### config.mk
export PLATFORM = sky130hd
export DESIGN_NAME = alm_annunciator
export DESIGN_NICKNAME = d
export VERILOG_FILES = /design/src/rtl/alm_pkg.sv /design/src/rtl/alm_ack_edge.sv /design/src/rtl/alm_flasher.sv /design/src/rtl/alm_word.sv /design/src/rtl/alm_annunciator.sv
export SDC_FILE = /design/constraint.sdc
export NUM_CORES = 1
export LEC_CHECK = 0
export BUFFER_PORTS_ARGS = -buffer_cell sky130_fd_sc_hd__buf_2
export CAP_MARGIN = 20
export CORE_AREA = 3 3 155 157
export CTS_CLUSTER_DIAMETER = 30
export CTS_CLUSTER_SIZE = 20
export DETAILED_ROUTE_END_ITERATION = 10
export DIE_AREA = 0 0 158 160
export GPL_ROUTABILITY_DRIVEN = 1
export SYNTH_ARGS = -nofsm -noshare
export SYNTH_HDL_FRONTEND = slang
export SYNTH_SLANG_ARGS = --single-unit
### constraint.sdc
create_clock -name clk_i -period 1.1 [get_ports clk_i]
set_input_delay 0.165 -clock clk_i [delete_from_list [all_inputs] [get_ports clk_i]]
set_output_delay 0.165 -clock clk_i [all_outputs]
set_load 0.02 [all_outputs]
### src/rtl/alm_pkg.sv
package alm_pkg;
  // lamp drive for one alarm: flashing, steady or dark
  function automatic logic lamp_bit(logic unack, logic acked, logic phase);
    return (unack & phase) | acked;
  endfunction
endpackage

### src/rtl/alm_ack_edge.sv
module alm_ack_edge (
  input  logic clk_i,
  input  logic rst_ni,
  input  logic ack_i,
  output logic rise_o
);
  logic ack_q;

  always_ff @(posedge clk_i or negedge rst_ni) begin
    if (!rst_ni) ack_q <= 1'b0;
    else         ack_q <= ack_i;
  end

  assign rise_o = ack_i & ~ack_q;


  rise_single_chk: assert property (@(posedge clk_i) disable iff (!rst_ni)
    rise_o |=> !rise_o);
endmodule

### src/rtl/alm_flasher.sv
module alm_flasher (
  input  logic clk_i,
  input  logic rst_ni,
  input  logic tick_i,
  output logic phase_o
);
  always_ff @(posedge clk_i or negedge rst_ni) begin
    if (!rst_ni)     phase_o <= 1'b0;
    else if (tick_i) phase_o <= ~phase_o;
  end


  phase_toggle_chk: assert property (@(posedge clk_i) disable iff (!rst_ni)
    tick_i |=> (phase_o != $past(phase_o)));

  phase_hold_chk: assert property (@(posedge clk_i) disable iff (!rst_ni)
    !tick_i |=> $stable(phase_o));
endmodule

### src/rtl/alm_word.sv
module alm_word #(
  parameter int unsigned WORD_W = 16
) (
  input  logic              clk_i,
  input  logic              rst_ni,
  input  logic [WORD_W-1:0] raw_i,
  input  logic              ack_rise_i,
  input  logic              flash_i,
  output logic [WORD_W-1:0] unack_o,
  output logic [WORD_W-1:0] acked_o,
  output logic [WORD_W-1:0] cur_o,
  output logic [WORD_W-1:0] lamp_o,
  output logic              any_unack_o
);
  logic [WORD_W-1:0] unack_q, acked_q, unack_d, acked_d, trapped;

  // new alarms latch until acknowledged
  assign trapped = unack_q | (raw_i & ~acked_q);

  always_comb begin
    if (ack_rise_i) begin
      // copy of current alarms, masked by raw: only still-active ones stay acked
      acked_d = (trapped | raw_i) & raw_i;
      unack_d = '0;
    end else begin
      acked_d = acked_q & raw_i;
      unack_d = trapped;
    end
  end

  always_ff @(posedge clk_i or negedge rst_ni) begin
    if (!rst_ni) begin
      unack_q <= '0;
      acked_q <= '0;
    end else begin
      unack_q <= unack_d;
      acked_q <= acked_d;
    end
  end

  assign unack_o     = unack_q;
  assign acked_o     = acked_q;
  assign cur_o       = unack_q | acked_q;
  assign any_unack_o = |unack_q;

  for (genvar b = 0; b < WORD_W; b++) begin : g_lamp
    assign lamp_o[b] = alm_pkg::lamp_bit(unack_q[b], acked_q[b], flash_i);
  end


  trap_chk: assert property (@(posedge clk_i) disable iff (!rst_ni)
    !ack_rise_i |=> ((unack_q & $past(raw_i & ~acked_q)) == $past(raw_i & ~acked_q)));

  ack_clear_chk: assert property (@(posedge clk_i) disable iff (!rst_ni)
    ack_rise_i |=> (unack_q == '0));

  acked_active_chk: assert property (@(posedge clk_i) disable iff (!rst_ni)
    1'b1 |=> ((acked_q & ~$past(raw_i)) == '0));

  exclusive_chk: assert property (@(posedge clk_i) disable iff (!rst_ni)
    (unack_q & acked_q) == '0);
endmodule

### src/rtl/alm_annunciator.sv
module alm_annunciator #(
  parameter int unsigned WORD_W    = 16,
  parameter int unsigned NUM_WORDS = 5,
  localparam int unsigned N_ALM    = WORD_W * NUM_WORDS
) (
  input  logic             clk_i,
  input  logic             rst_ni,
  input  logic [N_ALM-1:0] raw_i,
  input  logic             ack_i,
  input  logic             flash_tick_i,
  output logic [N_ALM-1:0] cur_o,
  output logic [N_ALM-1:0] acked_o,
  output logic [N_ALM-1:0] unack_o,
  output logic [N_ALM-1:0] lamp_o,
  output logic             horn_o
);
  logic                 ack_rise, phase;
  logic [NUM_WORDS-1:0] word_any;

  alm_ack_edge u_edge (
    .clk_i  (clk_i),
    .rst_ni (rst_ni),
    .ack_i  (ack_i),
    .rise_o (ack_rise)
  );

  alm_flasher u_flash (
    .clk_i   (clk_i),
    .rst_ni  (rst_ni),
    .tick_i  (flash_tick_i),
    .phase_o (phase)
  );

  for (genvar w = 0; w < NUM_WORDS; w++) begin : g_word
    alm_word #(.WORD_W(WORD_W)) u_word (
      .clk_i       (clk_i),
      .rst_ni      (rst_ni),
      .raw_i       (raw_i[w*WORD_W +: WORD_W]),
      .ack_rise_i  (ack_rise),
      .flash_i     (phase),
      .unack_o     (unack_o[w*WORD_W +: WORD_W]),
      .acked_o     (acked_o[w*WORD_W +: WORD_W]),
      .cur_o       (cur_o[w*WORD_W +: WORD_W]),
      .lamp_o      (lamp_o[w*WORD_W +: WORD_W]),
      .any_unack_o (word_any[w])
    );
  end

  assign horn_o = |word_any;


  horn_chk: assert property (@(posedge clk_i) disable iff (!rst_ni)
    horn_o == (unack_o != '0));

  lamp_dark_chk: assert property (@(posedge clk_i) disable iff (!rst_ni)
    (lamp_o & ~cur_o) == '0);
endmodule

==> key figures, run 1 <==
Run status
  – Outcome: complete, but fails checks
  – Failing checks: negative setup slack

Min path
  – HP Class: input pin to async pin

Timing
  – Worst-Margin Slew: about 370 ps
  – Final hold vios: 0
  – Fmax: between 500 and 600 MHz
  – Fin. max-slew vios: 0
  – Minimum clock period: approximately 2000 ps
  – Post-route setup slack: -872 ps
  – Final period util: 179%
  – Setup_tns: -117700 ps
  – Hold slack: 130 ps
  – RSZ-0062 raised after global routing: yes
  – Relative slew slack: 74.9%
  – Clock skew: about 7.7 ps
  – Endpoints failing setup: between 400 and 500

Drt
  – Post-DRT Antenna Nets: 0
  – Vias/cell: 5.10
  – Drt total wl: around 39 mm
  – Initial DRC Count: 510
  – DRC viols: 0
  – Initial DRT Pass Iterations: 5
  – Vias post-DR: slightly above 9000
  – Wire length per cell: ~22 um

Cells and area
  – Layout area overhead: 134%
  – Nets: 1586
  – Fraction of layout cells with a size suffix above 1: 62.8%
  – Ant. Diodes: 0
  – Non-Filler Instances: 1800
  – Util after Layout: about three quarters

Clocking
  – Reg clk slew, reported paths: approximately 70 ps
  – H-tree levels: 4
  – Clk sinks: roughly 160
  – Clock latency on the worst-skew pair: around 420 ps
  – CTS Root Cell: clkbuf_16
  – CTS buffer count: 17
  – TritonCTS clock tree: yes
  – CTS max path bufs: 2

Critical path
  – R2R Path Start: u_edge.ack_q
  – WS Path Type: flip-flop to primary output
  – FF-to-FF path depth: 5
  – Type of origin of the critical path: flip-flop
  – Max FO, Critical Path: 2
  – R2R Setup Slk: -140 ps
  – CP required: between 900 and 1000 ps
  – R2R Path End: g_word[3].u_word.acked_o[8]
  – Crit end category: primary output
  – Critical path arrival: ~1800 ps

Synthesis
  – Ys flop type: dfrtp_1
  – Top-count cell post-synth: dfrtp_1
  – Post-synth top area share: between 50% and 60%
  – Ys async rst share: 100%
  – Post-Syn Area: approximately 7100 um2
  – Cell accounting for the most synthesized area: dfrtp_1
  – Mapped Avg Cell Area: slightly above 9 um2
  – Synthesis warning total: 0
  – Post-synth EDFFs: 0
  – Syn Inst Count: 779
  – Seq/Total Area, Yosys: between 50% and 60%
  – Yosys cell types: 16
  – Post-synth top cells: 162 x dfrtp_1, 161 x nand2_1, 81 x nor2_1
  – #FFs+latches synth: 162
  – Post-synth net total: 863
  – Top cells by area, synth: dfrtp_1 57%, nand2_1 8.5%, o21a_1 8.4%

Pwr
  – Part of the power in the clock network: between 10% and 20%
  – Worst VDD drop: 1.01 mV
  – Gate power share: 56.4%
  – Pwr Density: around 1800 nW/um2
  – Cell Int Power: around 18000 uW
  – Leak: roughly 0.0083 uW
  – Sw Share: about 39%
  – Flop pwr share: between 20% and 30%
  – Switching pwr: around 12000 uW

Global route
  – First-pass GRT wire length: between 40 and 50 mm
  – Global route total overflow: 0
  – Vias in the first global route: a little under 9000
  – Initial antenna violation count: 0
  – Largest net degree at the start of global routing: 57
  – All-Layer GR Usage: about a quarter

Placement
  – Inst Count DP: 1621
  – DP Worst Slack: -696 ps
  – Post-DP HPWL: between 20 and 25 mm
  – GPL Wtd Cong: around 0.85
  – Number of I/O port buffers: about 400

Floorplanning
  – Die Footprint: approximately 25000 um2
  – Die width: ~160 um
  – Initial core utilization: 31.5%
  – Die height: roughly 160 um
  – # IOs: about 400
  – Core Region: between 20000 and 25000 um2
  – # rows: 55

Flow run
  – Max-Cap Viols: 0
[logic make-up (layout without fill, tap and decap cells)]
logic type | count (synthesis) | count (layout) | share of synthesized area [%]
buffers and inverters | 107 | 843 | 6.71
XOR/XNOR | 1 | 1 | 0.123
AO/OA/AOI/OAI | 160 | 160 | 14.0
AND/OR/NAND/NOR | 349 | 349 | 22.2
flip-flops | 162 | 162 | 56.9
[routing by layer]
metal | GRT usage (%) | wire [um] | vias to the layer above
met2 | 44.4 | 20700 | 559
met1 | 27.4 | 13600 | 4562
met5 | 0 | 0 | -
met4 | 10.6 | 1650 | 0
li1 | - | - | 3950
met3 | 5.28 | 3190 | 114
[state kept, by name (all words and copies together) (netlist names)]
| signal | flops |
|---|---|
| g_word.u_word.acked_o | 80 |
| g_word.u_word.unack_o | 80 |
| u_edge.ack_q | 1 |
| u_flash.phase_o | 1 |
[timing repair]
item,4_1_cts,5_1_grt
hold buffers,83,0
buffers inserted,38,60
endpoints found under the hold margin,275,0
cloned,8,6
setup endpoints to repair,406,468
resized for setup,520,646
pin swaps,92,77
[layout by cell type (no fill, tap or decap), drive strengths merged, types with 20 or more instances in the layout]
| cell type | Yosys | final |
|---|---|---|
| dfrtp | 162 | 162 |
| or2 | 80 | 80 |
| nor2 | 81 | 81 |
| dlygate4sd3 | 0 | 83 |
| nand2 | 161 | 161 |
| buf | 27 | 642 |
| a21oi | 80 | 80 |
| inv | 80 | 84 |
| o21a | 80 | 80 |
| nor4 | 20 | 20 |
| clkbuf | 0 | 26 |
[power groups by stage]
stage / sequential, uW / combinational, uW / clock, uW
after floorplan: 7780 / 3880 / 0
after global placement: 6940 / 8900 / 0
after detailed placement: 6970 / 8890 / 0
after CTS: 6960 / 13700 / 6100
after global routing: 7130 / 17400 / 6290
final: 7080 / 16800 / 5940
[worst max path at each step]
stage,from,end,slack [ps],cells past startpoint
2_1_floorplan,g_word[2].u_word.unack_o[7],horn_o,-230,4
3_3_place_gp,g_word[4].u_word.unack_o[8],horn_o,-740,6
3_5_place_dp,g_word[4].u_word.unack_o[8],horn_o,-700,6
4_1_cts,g_word[4].u_word.unack_o[13],horn_o,-960,6
5_1_grt,g_word[4].u_word.unack_o[0],horn_o,-1010,6
6_report,g_word[4].u_word.unack_o[5],horn_o,-870,5
[worst max-delay path: stages (launching register included)]
cell and delay [ps]:
dfrtp_1 420, nor4_4 310, nand4_1 250, nor3_2 200
nand2_1 80, buf_6 140
[cell type report]
class                           instances  area (um2)
Clock buffer                           20         467
Clock inverter                         12         123
Fill cell                            1292        5960
Inverter                               80         300
Multi-Input combinational cell        510        3750
Sequential cell                       162        4070
Tap cell                              285         357
Timing Repair Buffer                  731        7610
[metrics by stage]
| step | total power, uW | instance area [um2] |
|---|---|---|
| floorplan | 11700 | 7140 |
| global placement | 15800 | 10900 |
| detailed placement | 15900 | 10900 |
| CTS | 26700 | 14300 |
| global route | 30900 | 16700 |
| finish | 29900 | 16700 |
No activity file was read; power rests on OpenSTA's default activity.
==> inputs of run 2 (changes only) <==
CORE_AREA = 3 3 154 156   (was 3 3 155 157)
DIE_AREA = 0 0 157 159   (was 0 0 158 160)
MAX_ROUTING_LAYER = met4   (was not set)
clock period = 2.4 ns   (was 1.1 ns; I/O delays follow)
==> key figures, run 2 (synthesized netlist as in run 1, its figures left out) <==
Run status
  – Outcome: finished clean

Cells and area
  – Fraction of layout cells with a size suffix above 1: 45.7% (-17 points)
  – Fill cells: 2274 (+76%)
  – Commonest non-fill, non-tap cell in the layout: buf_2
  – Nets: 1288 (-19%)
  – Final Cell Area: 10200 um2 (-39%)
  – Commonest non-fill, non-tap cells in the layout: 402 x buf_2, 160 x nand2_1, 160 x dfrtp_1, 81 x nor2_1
  – Util after Layout: 45.4% (-28 points)
  – Layout area overhead: 43.5%

Critical path
  – Critical path arrival: 1970 ps (+160 ps)
  – WS Path Type: flip-flop to primary output
  – Crit end category: primary output
  – Type of origin of the critical path: flip-flop
  – Max FO, Critical Path: 2 (unchanged)
  – CP required: 2040 ps (+1100 ps)

Clocking
  – TritonCTS clock tree: yes
  – Clock latency on the worst-skew pair: 420 ps (about the same)
  – Reg clk slew, reported paths: 70 ps (about the same)
  – Clk sinks: 162 (unchanged)
  – H-tree levels: 4 (unchanged)
  – CTS buffer count: 17 (unchanged)
  – CTS Root Cell: clkbuf_16
  – CTS max path bufs: 2 (unchanged)

Global route
  – Global route total overflow: 0 (unchanged)
  – All-Layer GR Usage: 20.9% (-3.6 points)
  – Largest net degree at the start of global routing: 63 (+11%)
  – Vias in the first global route: 6951 (-22%)
  – Initial antenna violation count: 1 (+1)
  – First-pass GRT wire length: 39.3 mm (-19%)

Drt
  – Vias post-DR: 6966 (-24%)
  – Wire length per cell: 17.4 um (-20%)
  – Initial DRT Pass Iterations: 4 (-1)
  – Drt total wl: 26.1 mm (-33%)
  – Initial DRC Count: 287 (-44%)
  – Post-DRT Antenna Nets: 0 (unchanged)
  – DRC viols: 0 (unchanged)
  – Vias/cell: 4.63 (-9.2%)

Timing
  – RSZ-0062 raised after global routing: yes
  – Clock skew: 11.1 ps (+3.43 ps)
  – Endpoints failing setup: 0 (-100%)
  – Relative slew slack: 58.7% (-16 points)
  – Hold slack: 77.9 ps (-52.6 ps)
  – Final hold vios: 0 (unchanged)
  – Fin. max-slew vios: 0 (unchanged)
  – Fmax: about 430 MHz
  – Minimum clock period: about 2300 ps
  – Setup_tns: 0 ps (+117700 ps)
  – Final period util: 97.2%
  – Worst-Margin Slew: 619 ps (+247 ps)

Floorplanning
  – # IOs: 405 (unchanged)
  – Initial core utilization: 31.7% (+0.19 points)
  – Die width: 157 um (-0.63%)
  – # rows: 55 (unchanged)
  – Die Footprint: 25000 um2 (-1.3%)
  – Die height: 159 um (-0.63%)
  – Core Region: 22500 um2 (-0.61%)

Placement
  – Area after DPL: 9550 um2 (-12%)
  – Number of I/O port buffers: 404 (unchanged)
  – Post-DP HPWL: 20.3 mm (-8.0%)
  – GPL Wtd Cong: 0.871 (+2.0%)

Pwr
  – Pwr Density: 902 nW/um2 (-50%)
  – Leak: 0.00554 uW (-33%)
  – Worst VDD drop: 0.460 mV (-54%)

Min path
  – HP Class: input pin to flip-flop

Flow run
  – Max-Cap Viols: 0 (unchanged)
==> run 2: changes by cell type in the layout (fill, tap and decap cells not counted), sizes merged <==
cell         change
buf            -210
bufinv           -1
clkbuf           -6
clkinv           -2
clkinvlp         +3
diode            +1
dlygate4sd3     -82
==> run 2: cell type report <==
| type | instances | area (um2) | area share [%] |
|---|---|---|---|
| Antenna cell | 1 | 2.50 | 0.0245 |
| Sequential cell | 162 | 4060 | 39.7 |
| Inverter | 80 | 300 | 2.94 |
| Clock inverter | 12 | 98.8 | 0.967 |
| Multi-Input combinational cell | 510 | 2670 | 26.1 |
| Clock buffer | 20 | 447 | 4.37 |
| Timing Repair Buffer | 433 | 2290 | 22.4 |
| Tap cell | 285 | 357 | 3.49 |
==> run 2: what timing repair did <==
item / CTS / global route
buffers inserted: 5 / 0
endpoints found under the setup margin: 1 / 1
pin swaps: 4 / 0
endpoints found under the hold margin: 58 / 0
resized for setup: 11 / 4
hold buffers: 1 / 0
==> run 2: worst paths after layout <==
path	start	endpoint	slack [ps]	cells past startpoint
worst max-delay path	g_word[0].u_word.unack_o[7]	horn_o	70	7
worst min-delay path	ack_i	u_edge.ack_q	80	1
worst max register to register	u_edge.ack_q	g_word[3].u_word.unack_o[7]	980	3
worst min register to register	g_word[2].u_word.acked_o[2]	g_word[2].u_word.acked_o[2]	530	1
max in group asynchronous	rst_ni	g_word[2].u_word.acked_o[13]	1040	3
min in group asynchronous	rst_ni	g_word[0].u_word.unack_o[11]	520	2
==> run 2: stage by stage <==
step / cells / power, uW / setup WS [ps]
floorplan: 779 / 5340 / 849
global placement: 1464 / 6730 / 281
detailed placement: 1464 / 6740 / 293
CTS: 1502 / 9360 / 4.19
global route: 1503 / 9740 / -41.0
finish: 1503 / 9230 / 67.6
==> run 2: power by group <==
part / switching (uW) / internal (uW)
clock network: 1180 / 1370
logic: 2310 / 1100
registers: 296 / 2980
total: 3780 / 5450
==> run 2: critical path, cell delays in order, from the launching register on <==
cell     delay (ps)
dfrtp_1         390
nor4_1          280
buf_4           160
nand4_1         160
nor3_2          200
buf_4           160
nand2_4          60
buf_6           140
==> run 2: routing by layer <==
layer,vias up,share of wire (%),GRT usage (%)
met5,-,0,-
met4,0,2.3,6.29
met3,35,7.8,5.98
met2,290,51,35.4
met1,3297,39,23.9
li1,3344,-,-
==> inputs of run 3 (changes only) <==
CORE_AREA = 2 2 159 161   (was 3 3 154 156)
DIE_AREA = 0 0 161 163   (was 0 0 157 159)
SYNTH_HIERARCHICAL = 1   (was not set)
==> key figures, run 3 <==
Global route
  – First-pass GRT wire length: 37.2 mm (-5.2%)
  – Largest net degree at the start of global routing: 84 (+33%)
  – Vias in the first global route: 6477 (-6.8%)
  – All-Layer GR Usage: 18.8% (-2.1 points)
  – Global route total overflow: 0 (unchanged)
  – Initial antenna violation count: 1 (unchanged)

Min path
  – Hold path cells: 1 (unchanged)
  – Min-delay src: ack_i
  – HP Class: input pin to flip-flop
  – WHS Endpoint: u_edge/ack_q

Drt
  – Wire length per cell: 16.8 um (-3.0%)
  – Initial DRT Pass Iterations: 4 (unchanged)
  – Drt total wl: 24.5 mm (-6.1%)
  – DRC viols: 0 (unchanged)
  – Initial DRC Count: 396 (+38%)
  – Vias post-DR: 6610 (-5.1%)
  – Vias/cell: 4.54 (-2.0%)
  – Post-DRT Antenna Nets: 0 (unchanged)

Flow run
  – Max-Cap Viols: 0 (unchanged)

Critical path
  – WS Path Type: flip-flop to primary output
  – CP required: 2040 ps (about the same)
  – Crit end category: primary output
  – Type of origin of the critical path: flip-flop
  – FF-to-FF path depth: 3 (unchanged)
  – R2R Setup Slk: 1180 ps (+200 ps)
  – R2R Path Start: u_edge/ack_q
  – Max FO, Critical Path: 5 (+3)
  – Critical path arrival: 1910 ps (-60 ps)
  – R2R Path End: g_word[4].u_word/acked_o[15]

Timing
  – Final period util: 94.7% (-2.5 points)
  – Hold slack: 72.7 ps (-5.22 ps)
  – Worst-Margin Slew: 473 ps (-146 ps)
  – Minimum clock period: 2270 ps (-59.6 ps)
  – Endpoints failing setup: 0 (unchanged)
  – Relative slew slack: 68.4% (+9.7 points)
  – Fmax: 440 MHz (+2.6%)
  – Final hold vios: 0 (unchanged)
  – Fin. max-slew vios: 0 (unchanged)
  – Clock skew: 11.8 ps (+0.702 ps)

Cells and area
  – Nets: 1195 (-7.2%)
  – Commonest non-fill, non-tap cell in the layout: buf_2
  – Layout area overhead: 41.2%
  – Fraction of layout cells with a size suffix above 1: 48.4% (+2.7 points)
  – Non-Filler Instances: 1455 (-3.2%)
  – Util after Layout: 42.4% (-3.0 points)
  – Commonest non-fill, non-tap cells in the layout: 402 x buf_2, 158 x dfrtp_1

Floorplanning
  – Die Footprint: 26200 um2 (+5.1%)
  – Die height: 163 um (+2.5%)
  – # rows: 58 (+5.5%)
  – Initial core utilization: 30.0% (-1.6 points)
  – Die width: 161 um (+2.5%)
  – # IOs: 405 (unchanged)
  – Core Region: 24700 um2 (+9.6%)

Synthesis
  – Ys flop type: dfrtp_1
  – Post-synth net total: 781 (-9.5%)
  – #FFs+latches synth: 162 (unchanged)
  – Top-count cell post-synth: dfrtp_1
  – Yosys cell types: 16 (unchanged)
  – Top cells by area, synth: dfrtp_1 55%, a21o_1 8.1%, o21a_1 8.1%
  – Cell accounting for the most synthesized area: dfrtp_1
  – Seq/Total Area, Yosys: 54.7% (-2.2 points)
  – Ys async rst share: 100% (unchanged)
  – Post-synth top area share: 54.7% (-2.2 points)
  – Synthesis warning total: 6 (+6)
  – Post-synth EDFFs: 0 (unchanged)
  – Mapped Avg Cell Area: 10.6 um2 (+16%)
  – Syn Inst Count: 697 (-11%)
  – Post-Syn Area: 7410 um2 (+4.0%)

Clocking
  – Clock latency on the worst-skew pair: 420 ps (about the same)
  – Reg clk slew, reported paths: 70 ps (about the same)
  – CTS buffer count: 17 (unchanged)
  – Clk sinks: 162 (unchanged)
  – CTS max path bufs: 2 (unchanged)
  – H-tree levels: 4 (unchanged)
  – CTS Root Cell: clkbuf_16
  – TritonCTS clock tree: yes

Placement
  – Post-DP HPWL: 18.1 mm (-11%)
  – Inst Count DP: 1413 (-3.5%)
  – GPL Wtd Cong: 0.881 (+1.1%)
  – Number of I/O port buffers: 404 (unchanged)

Pwr
  – Leak: 0.00589 uW (+6.5%)
  – Worst VDD drop: 0.433 mV (-5.8%)
  – Pwr Total: 9370 uW (+1.5%)
  – Pwr Density: 895 nW/um2 (-0.81%)

Run status
  – Outcome: finished clean
## run 3: how the worst max path moves through the flow
stage             end  cells after the start                    startpoint
6_report       horn_o                      6  g_word[1].u_word/unack_o[10]
2_1_floorplan  horn_o                      4  g_word[1].u_word/unack_o[10]
4_1_cts        horn_o                      6   g_word[0].u_word/unack_o[4]
3_3_place_gp   horn_o                      6  g_word[4].u_word/unack_o[13]
3_5_place_dp   horn_o                      6  g_word[0].u_word/unack_o[12]
5_1_grt        horn_o                      5  g_word[2].u_word/unack_o[12]
## run 3: layer usage
layer,vias to the layer above,global-route usage (%),share of wire (%)
met5,-,-,0
met4,0,4.46,1.2
li1,3149,-,-
met3,19,4.79,7.2
met2,263,31.6,50
met1,3179,22.7,41
## run 3: worst max-delay path: stages, from the launching register on
cell	delay [ps]
dfrtp_1	420
nor4_1	360
nand4_1	160
nor3_1	210
buf_4	150
nand2_2	60
buf_6	130
## run 3: kinds of logic (layout without fill, tap and decap cells)
kind of cell / Yosys count / in the layout / synth area share (%)
DFF: 162 / 162 / 54.7
buffers and inverters: 105 / 532 / 7.60
other: 0 / 1 / 0
AOI/OAI and AO/OA: 240 / 240 / 21.6
xor gates and xnor gates: 1 / 1 / 0.118
and+or+nand+nor: 189 / 189 / 16.0
## run 3: layout make-up
cell class	count	area (um2)
flip-flops and latches	162	4060
well taps	330	413
clock buffers	20	447
inverters	80	300
multi-input cells	430	2890
fillers	2497	14200
clock inverters	12	123
diodes	1	2.50
repair buffers	420	2230
## run 3: what timing repair did
action	4_1_cts	5_1_grt
endpoints found under the setup margin	1	1
pin swaps	3	8
setup buffers	1	7
hold buffers	1	0
endpoints found under the hold margin	44	0
resized for setup	9	10
## run 3: power by group
part | internal (uW) | switching [uW]
sequential | 2980 | 395
clock | 1480 | 1200
combinational | 1250 | 2070
## run 3: per-stage QoR
step / TNS, ps / setup WS (ps) / area, um2
floorplan: 0 / 847 / 7410
global placement: 0 / 243 / 9720
detailed placement: 0 / 315 / 9720
CTS: 0 / 3.38 / 10400
global route: -29.5 / -29.5 / 10500
finish: 0 / 127 / 10500
